## config.mk

```make
export PLATFORM = sky130hd
export DESIGN_NAME = spi_cmd_engine
export DESIGN_NICKNAME = d
export VERILOG_FILES = /design/src/rtl/spi_cmd_pkg.sv /design/src/rtl/spi_cmd_buffer.sv /design/src/rtl/spi_cmd_shifter.sv /design/src/rtl/spi_cmd_seq.sv /design/src/rtl/spi_cmd_regs.sv /design/src/rtl/spi_cmd_engine.sv
export SDC_FILE = /design/constraint.sdc
export NUM_CORES = 2
export LEC_CHECK = 0
export CAP_MARGIN = 10
export CORE_AREA = 2 2 353 355
export DETAILED_ROUTE_END_ITERATION = 10
export DIE_AREA = 0 0 355 357
export PLACE_DENSITY = 0.41
export SLEW_MARGIN = 25
export SYNTH_ARGS = -nofsm -noshare
export SYNTH_HDL_FRONTEND = slang
export SYNTH_SLANG_ARGS = --single-unit
```

## constraint.sdc

```tcl
create_clock -name clk -period 4.3 [get_ports clk]
set_input_delay 0.86 -clock clk [delete_from_list [all_inputs] [get_ports clk]]
set_output_delay 0.86 -clock clk [all_outputs]
set_load 0.02 [all_outputs]
```

## src/rtl/spi_cmd_pkg.sv

```systemverilog
package spi_cmd_pkg;

   // control register addresses on the byte bus
   localparam logic [7:0] REG_ENABLE   = 8'h00;
   localparam logic [7:0] REG_OPCODE   = 8'h01;
   localparam logic [7:0] REG_TRIGGER  = 8'h02;
   localparam logic [7:0] REG_TXCOUNT  = 8'h03;
   localparam logic [7:0] REG_RXCOUNT  = 8'h04;
   localparam logic [7:0] REG_SPEED_LO = 8'h06;
   localparam logic [7:0] REG_SPEED_HI = 8'h07;

   typedef enum logic [1:0] {PH_OPC, PH_TX, PH_RX} phase_e;
   typedef enum logic [1:0] {SQ_IDLE, SQ_ISSUE, SQ_WAIT} seq_e;

   // serial clock high (and low) time in system cycles for a clock code
   function automatic logic [7:0] half_period(input logic [3:0] code, input logic [7:0] slowest);
      case (code)
         4'd4:    half_period = 8'd1;
         4'd0:    half_period = 8'd2;
         4'd1:    half_period = 8'd3;
         4'd2:    half_period = 8'd4;
         4'd3:    half_period = 8'd6;
         default: half_period = slowest;
      endcase
   endfunction

endpackage

```

## src/rtl/spi_cmd_buffer.sv

```systemverilog
module spi_cmd_buffer #(
   parameter int BUF_BYTES      = 71,
   parameter int AW             = 7,
   parameter int CLEAR_ON_RESET = 1
) (
   input  logic          clk,
   input  logic          rst_n,
   input  logic          we,
   input  logic [AW-1:0] waddr,
   input  logic [7:0]    wdata,
   input  logic [AW-1:0] raddr_a,
   output logic [7:0]    rdata_a,
   input  logic [AW-1:0] raddr_b,
   output logic [7:0]    rdata_b
);

   logic [7:0] mem [BUF_BYTES];

   generate
      if (CLEAR_ON_RESET != 0) begin : g_clear
         always_ff @(posedge clk or negedge rst_n) begin
            if (!rst_n) begin
               for (int i = 0; i < BUF_BYTES; i++) mem[i] <= '0;
            end else if (we) begin
               mem[waddr] <= wdata;
            end
         end
      end else begin : g_keep
         logic unused_rst;
         assign unused_rst = rst_n;
         always_ff @(posedge clk) begin
            if (we) mem[waddr] <= wdata;
         end
      end
   endgenerate

   assign rdata_a = (int'(raddr_a) < BUF_BYTES) ? mem[raddr_a] : '0;
   assign rdata_b = (int'(raddr_b) < BUF_BYTES) ? mem[raddr_b] : '0;

   p_write_in_range_r6: assert property (@(posedge clk) disable iff (!rst_n)
      we |-> (int'(waddr) < BUF_BYTES));

endmodule

```

## src/rtl/spi_cmd_shifter.sv

```systemverilog
module spi_cmd_shifter #(
   parameter int DIV_W = 8
) (
   input  logic             clk,
   input  logic             rst_n,
   input  logic             start,
   input  logic [7:0]       tx_byte,
   input  logic [DIV_W-1:0] half,
   input  logic             miso,
   output logic             busy,
   output logic             done,
   output logic [7:0]       rx_byte,
   output logic             sclk,
   output logic             mosi
);

   logic [7:0]       sh;
   logic [DIV_W-1:0] div;
   logic [2:0]       bitn;

   always_ff @(posedge clk or negedge rst_n) begin
      if (!rst_n) begin
         sh      <= '0;
         div     <= '0;
         bitn    <= '0;
         busy    <= 1'b0;
         done    <= 1'b0;
         sclk    <= 1'b0;
         rx_byte <= '0;
      end else begin
         done <= 1'b0;
         if (start && !busy) begin
            sh   <= tx_byte;
            busy <= 1'b1;
            div  <= '0;
            bitn <= '0;
            sclk <= 1'b0;
         end else if (busy) begin
            if (div == half - 1'b1) begin
               div <= '0;
               if (!sclk) begin
                  sclk    <= 1'b1;
                  rx_byte <= {rx_byte[6:0], miso};
               end else begin
                  sclk <= 1'b0;
                  if (bitn == 3'd7) begin
                     busy <= 1'b0;
                     done <= 1'b1;
                  end else begin
                     bitn <= bitn + 3'd1;
                     sh   <= {sh[6:0], 1'b0};
                  end
               end
            end else begin
               div <= div + 1'b1;
            end
         end
      end
   end

   assign mosi = sh[7];

   p_mosi_hold_r11: assert property (@(posedge clk) disable iff (!rst_n)
      sclk |-> $stable(mosi));
   p_sclk_idle_r11: assert property (@(posedge clk) disable iff (!rst_n)
      !busy |-> !sclk);

endmodule

```

## src/rtl/spi_cmd_seq.sv

```systemverilog
module spi_cmd_seq import spi_cmd_pkg::*; #(
   parameter int BUF_BYTES = 71,
   parameter int AW        = 7
) (
   input  logic          clk,
   input  logic          rst_n,
   input  logic          go,
   input  logic [7:0]    opcode,
   input  logic [7:0]    tx_n,
   input  logic [7:0]    rx_n,
   input  logic [7:0]    buf_rdata,
   output logic [AW-1:0] buf_raddr,
   output logic          buf_we,
   output logic [AW-1:0] buf_waddr,
   output logic [7:0]    buf_wdata,
   output logic          sh_start,
   output logic [7:0]    sh_tx,
   input  logic          sh_done,
   input  logic [7:0]    sh_rx,
   input  logic          sh_busy,
   output logic          busy,
   output logic          cs_n
);

   localparam logic [AW-1:0] LAST_SLOT = AW'(BUF_BYTES - 1);

   seq_e          state;
   phase_e        phase;
   logic [7:0]    idx;
   logic [AW-1:0] wptr;
   logic          last_tx, last_rx;

   assign last_tx = ({1'b0, idx} + 9'd1) >= {1'b0, tx_n};
   assign last_rx = ({1'b0, idx} + 9'd1) >= {1'b0, rx_n};

   always_ff @(posedge clk or negedge rst_n) begin
      if (!rst_n) begin
         state <= SQ_IDLE;
         phase <= PH_OPC;
         idx   <= '0;
         wptr  <= '0;
      end else begin
         case (state)
            SQ_IDLE: if (go) begin
               state <= SQ_ISSUE;
               phase <= PH_OPC;
               idx   <= '0;
               wptr  <= AW'(tx_n);
            end
            SQ_ISSUE: state <= SQ_WAIT;
            SQ_WAIT: if (sh_done) begin
               case (phase)
                  PH_OPC: begin
                     idx <= '0;
                     if (tx_n != 8'd0) begin
                        phase <= PH_TX;
                        state <= SQ_ISSUE;
                     end else if (rx_n != 8'd0) begin
                        phase <= PH_RX;
                        state <= SQ_ISSUE;
                     end else begin
                        state <= SQ_IDLE;
                     end
                  end
                  PH_TX: begin
                     if (!last_tx) begin
                        idx   <= idx + 8'd1;
                        state <= SQ_ISSUE;
                     end else if (rx_n != 8'd0) begin
                        idx   <= '0;
                        phase <= PH_RX;
                        state <= SQ_ISSUE;
                     end else begin
                        state <= SQ_IDLE;
                     end
                  end
                  default: begin
                     wptr <= (wptr == LAST_SLOT) ? '0 : wptr + 1'b1;
                     if (!last_rx) begin
                        idx   <= idx + 8'd1;
                        state <= SQ_ISSUE;
                     end else begin
                        state <= SQ_IDLE;
                     end
                  end
               endcase
            end
            default: state <= SQ_IDLE;
         endcase
      end
   end

   assign buf_raddr = idx[AW-1:0];
   assign buf_we    = (state == SQ_WAIT) && sh_done && (phase == PH_RX);
   assign buf_waddr = wptr;
   assign buf_wdata = sh_rx;
   assign sh_start  = (state == SQ_ISSUE);
   assign sh_tx     = (phase == PH_OPC) ? opcode : (phase == PH_TX) ? buf_rdata : 8'h00;
   assign busy      = (state != SQ_IDLE);
   assign cs_n      = (state == SQ_IDLE);

   p_wptr_range_r6: assert property (@(posedge clk) disable iff (!rst_n)
      int'(wptr) < BUF_BYTES);
   p_cs_while_shift_r9: assert property (@(posedge clk) disable iff (!rst_n)
      sh_busy |-> !cs_n);

endmodule

```

## src/rtl/spi_cmd_regs.sv

```systemverilog
module spi_cmd_regs import spi_cmd_pkg::*; #(
   parameter int BUF_BYTES = 71,
   parameter int BUF_BASE  = 128,
   parameter int AW        = 7,
   parameter int MAX_TX    = 68
) (
   input  logic          clk,
   input  logic          rst_n,
   input  logic          bus_wr,
   input  logic [7:0]    bus_addr,
   input  logic [7:0]    bus_wdata,
   output logic [7:0]    bus_rdata,
   input  logic          busy,
   input  logic [7:0]    buf_rdata,
   output logic [AW-1:0] buf_addr,
   output logic          buf_we,
   output logic [7:0]    buf_wdata,
   output logic          go,
   output logic          enable,
   output logic [7:0]    opcode,
   output logic [7:0]    tx_n,
   output logic [7:0]    rx_n,
   output logic [15:0]   speed
);

   localparam int         WIN_END  = BUF_BASE + BUF_BYTES;
   localparam logic [7:0] TX_LIMIT = 8'(MAX_TX);
   localparam logic [7:0] BASE8    = 8'(BUF_BASE);

   logic in_win, cfg_wr;
   logic [7:0] offs;

   assign in_win   = (int'(bus_addr) >= BUF_BASE) && (int'(bus_addr) < WIN_END);
   assign offs     = bus_addr - BASE8;
   assign buf_addr = offs[AW-1:0];
   assign cfg_wr   = bus_wr && !busy;
   assign buf_we   = cfg_wr && in_win;
   assign buf_wdata = bus_wdata;
   assign go       = cfg_wr && enable && (bus_addr == REG_TRIGGER) && bus_wdata[7];

   always_ff @(posedge clk or negedge rst_n) begin
      if (!rst_n) begin
         enable <= 1'b0;
         opcode <= '0;
         tx_n   <= '0;
         rx_n   <= '0;
         speed  <= '0;
      end else if (cfg_wr) begin
         case (bus_addr)
            REG_ENABLE:   enable      <= bus_wdata[0];
            REG_OPCODE:   opcode      <= bus_wdata;
            REG_TXCOUNT:  tx_n        <= (bus_wdata > TX_LIMIT) ? TX_LIMIT : bus_wdata;
            REG_RXCOUNT:  rx_n        <= bus_wdata;
            REG_SPEED_LO: speed[7:0]  <= bus_wdata;
            REG_SPEED_HI: speed[15:8] <= bus_wdata;
            default: ;
         endcase
      end
   end

   always_comb begin
      case (bus_addr)
         REG_ENABLE:   bus_rdata = {7'd0, enable};
         REG_OPCODE:   bus_rdata = opcode;
         REG_TRIGGER:  bus_rdata = {busy, 7'd0};
         REG_TXCOUNT:  bus_rdata = tx_n;
         REG_RXCOUNT:  bus_rdata = rx_n;
         REG_SPEED_LO: bus_rdata = speed[7:0];
         REG_SPEED_HI: bus_rdata = speed[15:8];
         default:      bus_rdata = in_win ? buf_rdata : 8'h00;
      endcase
   end

   p_cfg_frozen_r10: assert property (@(posedge clk) disable iff (!rst_n)
      (busy && bus_wr) |=> (opcode == $past(opcode) && tx_n == $past(tx_n) &&
                            rx_n == $past(rx_n) && speed == $past(speed) &&
                            enable == $past(enable)));
   p_txcount_cap_r7: assert property (@(posedge clk) disable iff (!rst_n)
      tx_n <= TX_LIMIT);

endmodule

```

## src/rtl/spi_cmd_engine.sv

```systemverilog
module spi_cmd_engine import spi_cmd_pkg::*; #(
   parameter int BUF_BYTES      = 71,
   parameter int BUF_BASE       = 128,
   parameter int SLOW_HALF      = 12,
   parameter int CLEAR_ON_RESET = 1
) (
   input  logic       clk,
   input  logic       rst_n,
   input  logic       bus_wr,
   input  logic [7:0] bus_addr,
   input  logic [7:0] bus_wdata,
   output logic [7:0] bus_rdata,
   output logic       spi_sclk,
   output logic       spi_cs_n,
   output logic       spi_mosi,
   input  logic       spi_miso
);

   localparam int AW     = $clog2(BUF_BYTES);
   localparam int MAX_TX = BUF_BYTES - 3;

   generate
      if (BUF_BYTES < 4 || BUF_BYTES > 128) begin : g_bad_size
         $error("spi_cmd_engine: BUF_BYTES out of range");
      end
      if (BUF_BASE < 8 || BUF_BASE + BUF_BYTES > 256) begin : g_bad_base
         $error("spi_cmd_engine: buffer window does not fit the byte address space");
      end
      if (SLOW_HALF < 1 || SLOW_HALF > 255) begin : g_bad_slow
         $error("spi_cmd_engine: SLOW_HALF out of range");
      end
   endgenerate

   logic          go, enable, busy;
   logic [7:0]    opcode, tx_n, rx_n;
   logic [15:0]   speed;
   logic [AW-1:0] bus_baddr, eng_raddr, eng_waddr, mem_waddr;
   logic          bus_bwe, eng_we, mem_we;
   logic [7:0]    bus_bwdata, eng_wdata, mem_wdata, bus_brdata, eng_rdata;
   logic          sh_start, sh_done, sh_busy;
   logic [7:0]    sh_tx, sh_rx, half;

   assign half = half_period(speed[15:12], 8'(SLOW_HALF));

   spi_cmd_regs #(
      .BUF_BYTES(BUF_BYTES), .BUF_BASE(BUF_BASE), .AW(AW), .MAX_TX(MAX_TX)
   ) u_regs (
      .clk(clk), .rst_n(rst_n),
      .bus_wr(bus_wr), .bus_addr(bus_addr), .bus_wdata(bus_wdata), .bus_rdata(bus_rdata),
      .busy(busy), .buf_rdata(bus_brdata), .buf_addr(bus_baddr), .buf_we(bus_bwe),
      .buf_wdata(bus_bwdata), .go(go), .enable(enable), .opcode(opcode),
      .tx_n(tx_n), .rx_n(rx_n), .speed(speed)
   );

   // bus writes only happen while idle, engine writes only while busy
   assign mem_we    = eng_we | bus_bwe;
   assign mem_waddr = eng_we ? eng_waddr : bus_baddr;
   assign mem_wdata = eng_we ? eng_wdata : bus_bwdata;

   spi_cmd_buffer #(
      .BUF_BYTES(BUF_BYTES), .AW(AW), .CLEAR_ON_RESET(CLEAR_ON_RESET)
   ) u_buf (
      .clk(clk), .rst_n(rst_n),
      .we(mem_we), .waddr(mem_waddr), .wdata(mem_wdata),
      .raddr_a(bus_baddr), .rdata_a(bus_brdata),
      .raddr_b(eng_raddr), .rdata_b(eng_rdata)
   );

   spi_cmd_seq #(
      .BUF_BYTES(BUF_BYTES), .AW(AW)
   ) u_seq (
      .clk(clk), .rst_n(rst_n), .go(go), .opcode(opcode), .tx_n(tx_n), .rx_n(rx_n),
      .buf_rdata(eng_rdata), .buf_raddr(eng_raddr), .buf_we(eng_we),
      .buf_waddr(eng_waddr), .buf_wdata(eng_wdata),
      .sh_start(sh_start), .sh_tx(sh_tx), .sh_done(sh_done), .sh_rx(sh_rx),
      .sh_busy(sh_busy), .busy(busy), .cs_n(spi_cs_n)
   );

   spi_cmd_shifter #(
      .DIV_W(8)
   ) u_shift (
      .clk(clk), .rst_n(rst_n), .start(sh_start), .tx_byte(sh_tx), .half(half),
      .miso(spi_miso), .busy(sh_busy), .done(sh_done), .rx_byte(sh_rx),
      .sclk(spi_sclk), .mosi(spi_mosi)
   );

   p_start_enabled_r2: assert property (@(posedge clk) disable iff (!rst_n)
      $rose(busy) |-> $past(enable));
   p_no_bus_write_busy_r10: assert property (@(posedge clk) disable iff (!rst_n)
      busy |-> !bus_bwe);

endmodule

```

==> Yosys cells after proc, flatten, opt, wreduce, memory -nomap -nowiden <==
Index checks and enable logic that the tools add are counted.
{ "op_classes": {"n_addsub": 7, "mul": 0, "div": 0, "order_cmp": 11, "n_eq_ne": 25, "n_shift": 0, "mux": 73, "n_bitwise": 6, "n_reduce_logical": 37} }
{ "op_table": {"columns": ["operator", "count"], "rows": [
  ["568-bit bitwise mux", 1],
  ["8-bit 2-to-1 mux", 25],
  ["8-bit binary-select mux with 7-bit select", 2],
  ["8-bit demux with 7-bit select", 1],
  ["8-bit case mux with 7 select lines", 1],
  ["7-bit 2-to-1 mux", 5],
  ["8-bit >= comparator, second input constant", 4],
  ["8-bit case mux with 2 select lines", 2],
  ["8-bit by 3-bit equality test with 1-bit output, second input constant", 3],
  ["7-bit NOT with 8-bit output", 3],
  ["4-bit case mux with 5 select lines", 1],
  ["9-bit by 8-bit >= comparator with 1-bit output", 2],
  ["1-bit 2-to-1 mux", 17],
  ["8-bit by 1-bit adder with 8-bit output, second input constant", 2],
  ["8-bit by 2-bit equality test with 1-bit output, second input constant", 2],
  ["2-bit 2-to-1 mux", 8],
  ["2-bit AND reduction", 8],
  ["8-bit nonzero test", 2],
  ["3-bit 2-to-1 mux", 5],
  ["7-bit less-than comparator, second input constant", 2],
  ["7-bit case mux with 2 select lines", 1],
  ["2-bit case mux with 2 select lines", 3],
  ["4-bit AND reduction", 3],
  ["1-bit logical AND", 10],
  ["32 further kinds", 46]
]} }
{ "totals": {"ff_bits": 658, "latchBits": 0, "ramBits": 0, "rom_bits": 0, "in_bits": 20, "output_inout_bits": 11, "wordCells": 247, "memories": 0} }

==> Longest topological paths before layout <==
{ "logic_depth": {"word_depth": 10, "ltp_mapped": 15} }

==> By module <==
Synthesis repeated with hierarchy kept, for this count alone.
{ "unflattened": {"cells_unflattened": 2618, "area_unflattened_um2": 36864.1} }
{ "by_module_without_submodules": {"columns": ["mod", "instances", "cells_each", "area_per_inst_um2"], "rows": [
  ["spi_cmd_buffer", 1, 2005, 30690.7],
  ["spi_cmd_regs", 1, 197, 2250.9],
  ["spi_cmd_seq", 1, 229, 1861.8],
  ["spi_cmd_shifter", 1, 161, 1771.7],
  ["spi_cmd_engine", 1, 26, 289.0]
]} }

==> Least setup slack after synthesis <==
No wires, ideal clock.
{ "synth_timing": {"path_kind": "in2out", "startpoint": "input port bus_addr[0]", "endpoint": "output port bus_rdata[4]", "arrival_time_ns": 2.897, "path_slack_ns": 0.543, "cell_stages": 7, "n_path_buf": 3, "cell_sequence": "buf_4 -> buf_4 -> buf_2 -> mux4_2 -> mux4_2 -> a31oi_1 -> nand4_1"} }
{ "synth_via": {"elab_chain_cells": 8, "word_cells_on_any_way": 19, "classes_between": "1 x add/sub; 3 x order compare; 6 x eq/ne; 6 x mux; 1 x bitwise; 2 x reduce/logical"} }
{ "synth_lines": {"columns": ["item", "line_no", "text"], "rows": [
  ["start, declared", "spi_cmd_engine.sv:10", "input logic [7:0] bus_addr,"],
  ["7-bit by 1-bit subtractor with 7-bit output", "spi_cmd_regs.sv:34", "assign offs = bus_addr - BASE8;"],
  ["7-bit NOT with 8-bit output (implied by the code)", "spi_cmd_buffer.sv:37", "assign rdata_a = (int'(raddr_a) < BUF_BYTES) ? mem[raddr_a] : '0;"],
  ["8-bit binary-select mux with 7-bit select", "spi_cmd_buffer.sv:37", null],
  ["8-bit 2-to-1 mux (implied by the code) (2 in series)", "spi_cmd_buffer.sv:37", null],
  ["8-bit 2-to-1 mux", "spi_cmd_buffer.sv:37", null],
  ["8-bit 2-to-1 mux", "spi_cmd_regs.sv:70", "default: bus_rdata = in_win ? buf_rdata : 8'h00;"],
  ["8-bit case mux with 7 select lines (*)", "spi_cmd_regs.sv:62", "case (bus_addr)"],
  ["end, declared", "spi_cmd_engine.sv:12", "output logic [7:0] bus_rdata,"]
]} }
Every way passes the cells marked *; elsewhere a longest branch is shown, timed or not. The select of a mux whose other input is x is not followed.

==> Worst setup path in the final report <==
{ "layout_timing": {"startpoint": "input port bus_addr[0]", "endpoint": "output port bus_rdata[2]"} }
Same word-level chain as after synthesis.

==> results.py <==
metrics = {
    "worst_setup_path": {
        "critPathRequiredTime_ps": 3440,
        "crit_path_cell_trace": "buf_12, buf_16, mux4_2, mux2i_2, buf_4, nor2_1, nor4_1, o21ai_0, nand4b_1, buf_2",
        "crit_path_max_incr_delay_ps": 520,
        "cp_max_fo": 16,
        "cpMaxStageDelayCell": "mux4_2",
        "r2r_slack_ps": 530,
        "start_kind": "primary input",
        "cp.depth": 10,
        "r2r_end": "u_seq.idx[2]",
        "crit_path_end_kind": "output port",
        "r2r_start": "u_seq.idx[1]",
        "crit_family": "buffers and inverters",
        "critPathCapture": "bus_rdata[2]",
        "r2r_cells": 11,
        "critPathKind": "in -> out",
        "worst-path-buf-inv": 4,
        "arrival_ps": 3450,
        "crit_start": "bus_addr[0]",
    },
    "floorplanning": {
        "ios": 31,
        "coreArea_mm2": 0.123,
        "die_area_mm2": 0.127,
        "row_count": 129,
        "initial_core_util": 0.299,
        "fp.dieH_um": 357,
        "die_w_um": 355,
    },
    "clock_tree": {
        "cts.clk_slew.worst_paths_ps": 60,
        "htreeDepth": 3,
        "holdBufCountCts": 0,
        "clock-root-buffer": "clkbuf_16",
        "cts_sinks": 658,
        "cts_buffer_depth": 3,
        "cts_tree": "yes",
        "cts_buffers": 80,
        "clock_latency_ps": 680,
    },
    "synth": {
        "postSynthAreaPerCell_um2": 12.4,
        "synth-seq-cells": 658,
        "syn-num-nets": 3010,
        "synth_edf_count": 0,
        "synth_top_cell_by_area": "dfrtp_1",
        "syn_inst": 2966,
        "yosys_most_used_dff": "dfrtp_1",
        "synth_area_leaders": "dfrtp_1, mux2_2, mux4_2",
        "synth_top_cell_area_share": 0.448,
        "ys_warn_count": 0,
        "yosys.cell_types.count": 89,
        "synth_seq_area_share": 0.448,
        "ys_async_sr_fraction": 1.00,
        "netlist_area_mm2": 0.0367,
    },
    "power_and_ir_drop": {
        "irDropWorstVdd_mv": 0.269,
        "power_density_mw_per_mm2": 339,
        "leakagePower_nw": 18.8,
        "power.total_mw": 14.8,
    },
    "routing": {
        "drtIter0Drc": 2253,
        "routedWlPerCell_um": 30.2,
        "vias": 27480,
        "drtAntennaViolNets": 0,
        "wirelength_um": 147000,
        "route.met2.wl_um": 69100,
        "firstDrtPassIters": 5,
        "viasPerCell": 5.64,
        "top_layer_used": "met5",
        "drt-met1-wl_um": 64800,
        "drc": 0,
        "wl_met3_um": 8780,
    },
    "global_route": {
        "grt_pass1_wl_um": 213000,
        "overflow": 0,
        "grt_pass1_vias": 28272,
        "grt_usage": 0.232,
        "antenna_found_initial": 10,
        "grt_start_max_net_pins": 94,
    },
    "timing": {
        "min_period_over_period": 1.00,
        "drv_slew": 0,
        "finalCriticalPeriod_ps": 4310,
        "rsz0062_at_grt": "true",
        "setup_viol": 1,
        "hold_viol_final": 0,
        "max_slew.worst_pin.slew_ps": 1250,
        "finClkSkew_ps": 29.5,
        "setup_ws_ps": -6.67,
        "maxSlewHeadroom": 0.166,
        "fmax_mhz": 232,
    },
    "finish": {
        "layout-area-overhead-vs-synth_pct": 19.1,
        "final_layout_size_suffix_gt1_frac": 0.397,
        "fillCellCount": 12060,
        "finalNonFillerCells": 4870,
        "nNetsFinal": 3208,
    },
    "outcome": {
        "violations": "negative setup slack",
        "outcome": "finished with violations",
    },
    "placed_design": {
        "dp.cells": 4716,
        "dp_hpwl_um": 107000,
        "io_buffers": 30,
        "gp_congestion": 0.958,
        "post-place-ws_ps": -648,
    },
    "min_path": {
        "hp-class": "in -> async",
    },
    "run": {
        "maxCapViolCount": 0,
    },
}
==> final cells by class <==
cell class	count	area (um^2)	share of cell area
clock buffers	122	2380	0.0545
well taps	1637	2050	0.0468
repair buffers	345	3110	0.0711
multi-input cells	2048	19300	0.440
diodes	4	10.0	0.000229
clock inverters	25	330	0.00755
inverters	31	116	0.00266
flip-flops and latches	658	16500	0.377
==> how the worst min path moves through the flow <==
stage | from | to | slack, ps
CTS | rst_n | u_buf.mem[242] | 310
floorplan | u_regs.speed[2] | u_regs.speed[2] | 440
global placement | u_buf.mem[280] | u_buf.mem[280] | 470
finish | rst_n | u_shift.rx_byte[3] | 70
global route | rst_n | u_shift.rx_byte[3] | 70
detailed placement | u_buf.mem[101] | u_buf.mem[101] | 490
==> power by group <==
group / switching, mW / leakage (nW) / internal (mW) / total, mW
logic: 0.744 / 8.43 / 0.522 / 1.27
clock network: 2.87 / 1.32 / 4.15 / 7.02
registers: 0.157 / 9.09 / 6.38 / 6.53
total: 3.78 / 18.8 / 11.0 / 14.8
==> stage by stage <==
step / utilization / area [um^2] / TNS [ps] / hold WS, ps
finish: 0.356 / 43700 / -6.67 / 72.9
global route: 0.355 / 43700 / -78.9 / 73.2
CTS: 0.355 / 43700 / -36.6 / 315
detailed placement: 0.332 / 40800 / -3420 / 490
global placement: 0.332 / 40800 / -3450 / 473
floorplan: - / 36700 / 0 / 442
==> sequential cells by signal, indices dropped and copies added, names as in the netlist, 2 cells and up <==
name             flops
u_regs.rx_n          8
u_seq.state          2
u_seq.phase          2
u_shift.sh           8
u_shift.rx_byte      8
u_regs.tx_n          8
u_regs.opcode        8
u_seq.buf_waddr      7
u_seq.idx            8
u_buf.mem          568
u_regs.speed        16
u_shift.bitn         3
u_shift.div          8
==> kinds of logic after synthesis <==
kind of cell / synth area share
buffers and inverters: 0.0329
muxes: 0.326
DFF: 0.448
xor gates and xnor gates: 0.00286
adders and majority gates: 0.00817
AOI/OAI and AO/OA: 0.0899
and+or+nand+nor: 0.0920
==> cell usage in the layout (no fill, tap or decap), types with 55 or more instances in the layout <==
| cell | instances |
|---|---|
| clkbuf_16 | 84 |
| mux2i_1 | 123 |
| a22oi_1 | 55 |
| dfrtp_1 | 655 |
| o21ai_0 | 220 |
| mux2_2 | 470 |
| nand2_1 | 236 |
| nand3_1 | 74 |
| mux4_2 | 233 |
| buf_4 | 281 |
| nor2_1 | 90 |
==> timing repair <==
item                                    in CTS  in global routing
resized for setup                           42                  9
endpoints found under the setup margin       8                  6
gates cloned                                 1                  1
pin swaps                                    2                  0
buffers inserted                             0                  0
==> layer usage <==
layer / global-route usage / vias up
li1: - / 11663
met1: 0.320 / 14676
met2: 0.374 / 952
met3: 0.0365 / 185
met4: 0.0745 / 4
met5: 0 / -
==> worst register-to-register path: stages (launching register included) <==
cell,delay (ps)
dfrtp_4,620
and2_1,240
nand2_1,240
nor2_1,200
xor2_1,330
ha_1,310
nand3_1,90
o22ai_1,100
a2111oi_0,550
o31ai_2,280
or2_1,380
o32ai_1,310
==> synthesized netlist by cell type (all sizes together) (47+ instances only) <==
library cell  instances
nor3                 47
clkbuf              138
nor2                136
a21oi                52
nand3                77
mux2                474
dfrtp               658
mux2i               135
mux4                233
nand2               247
o21ai               226
buf                  91
a22oi                58
Power figures use the tool's default switching activity.
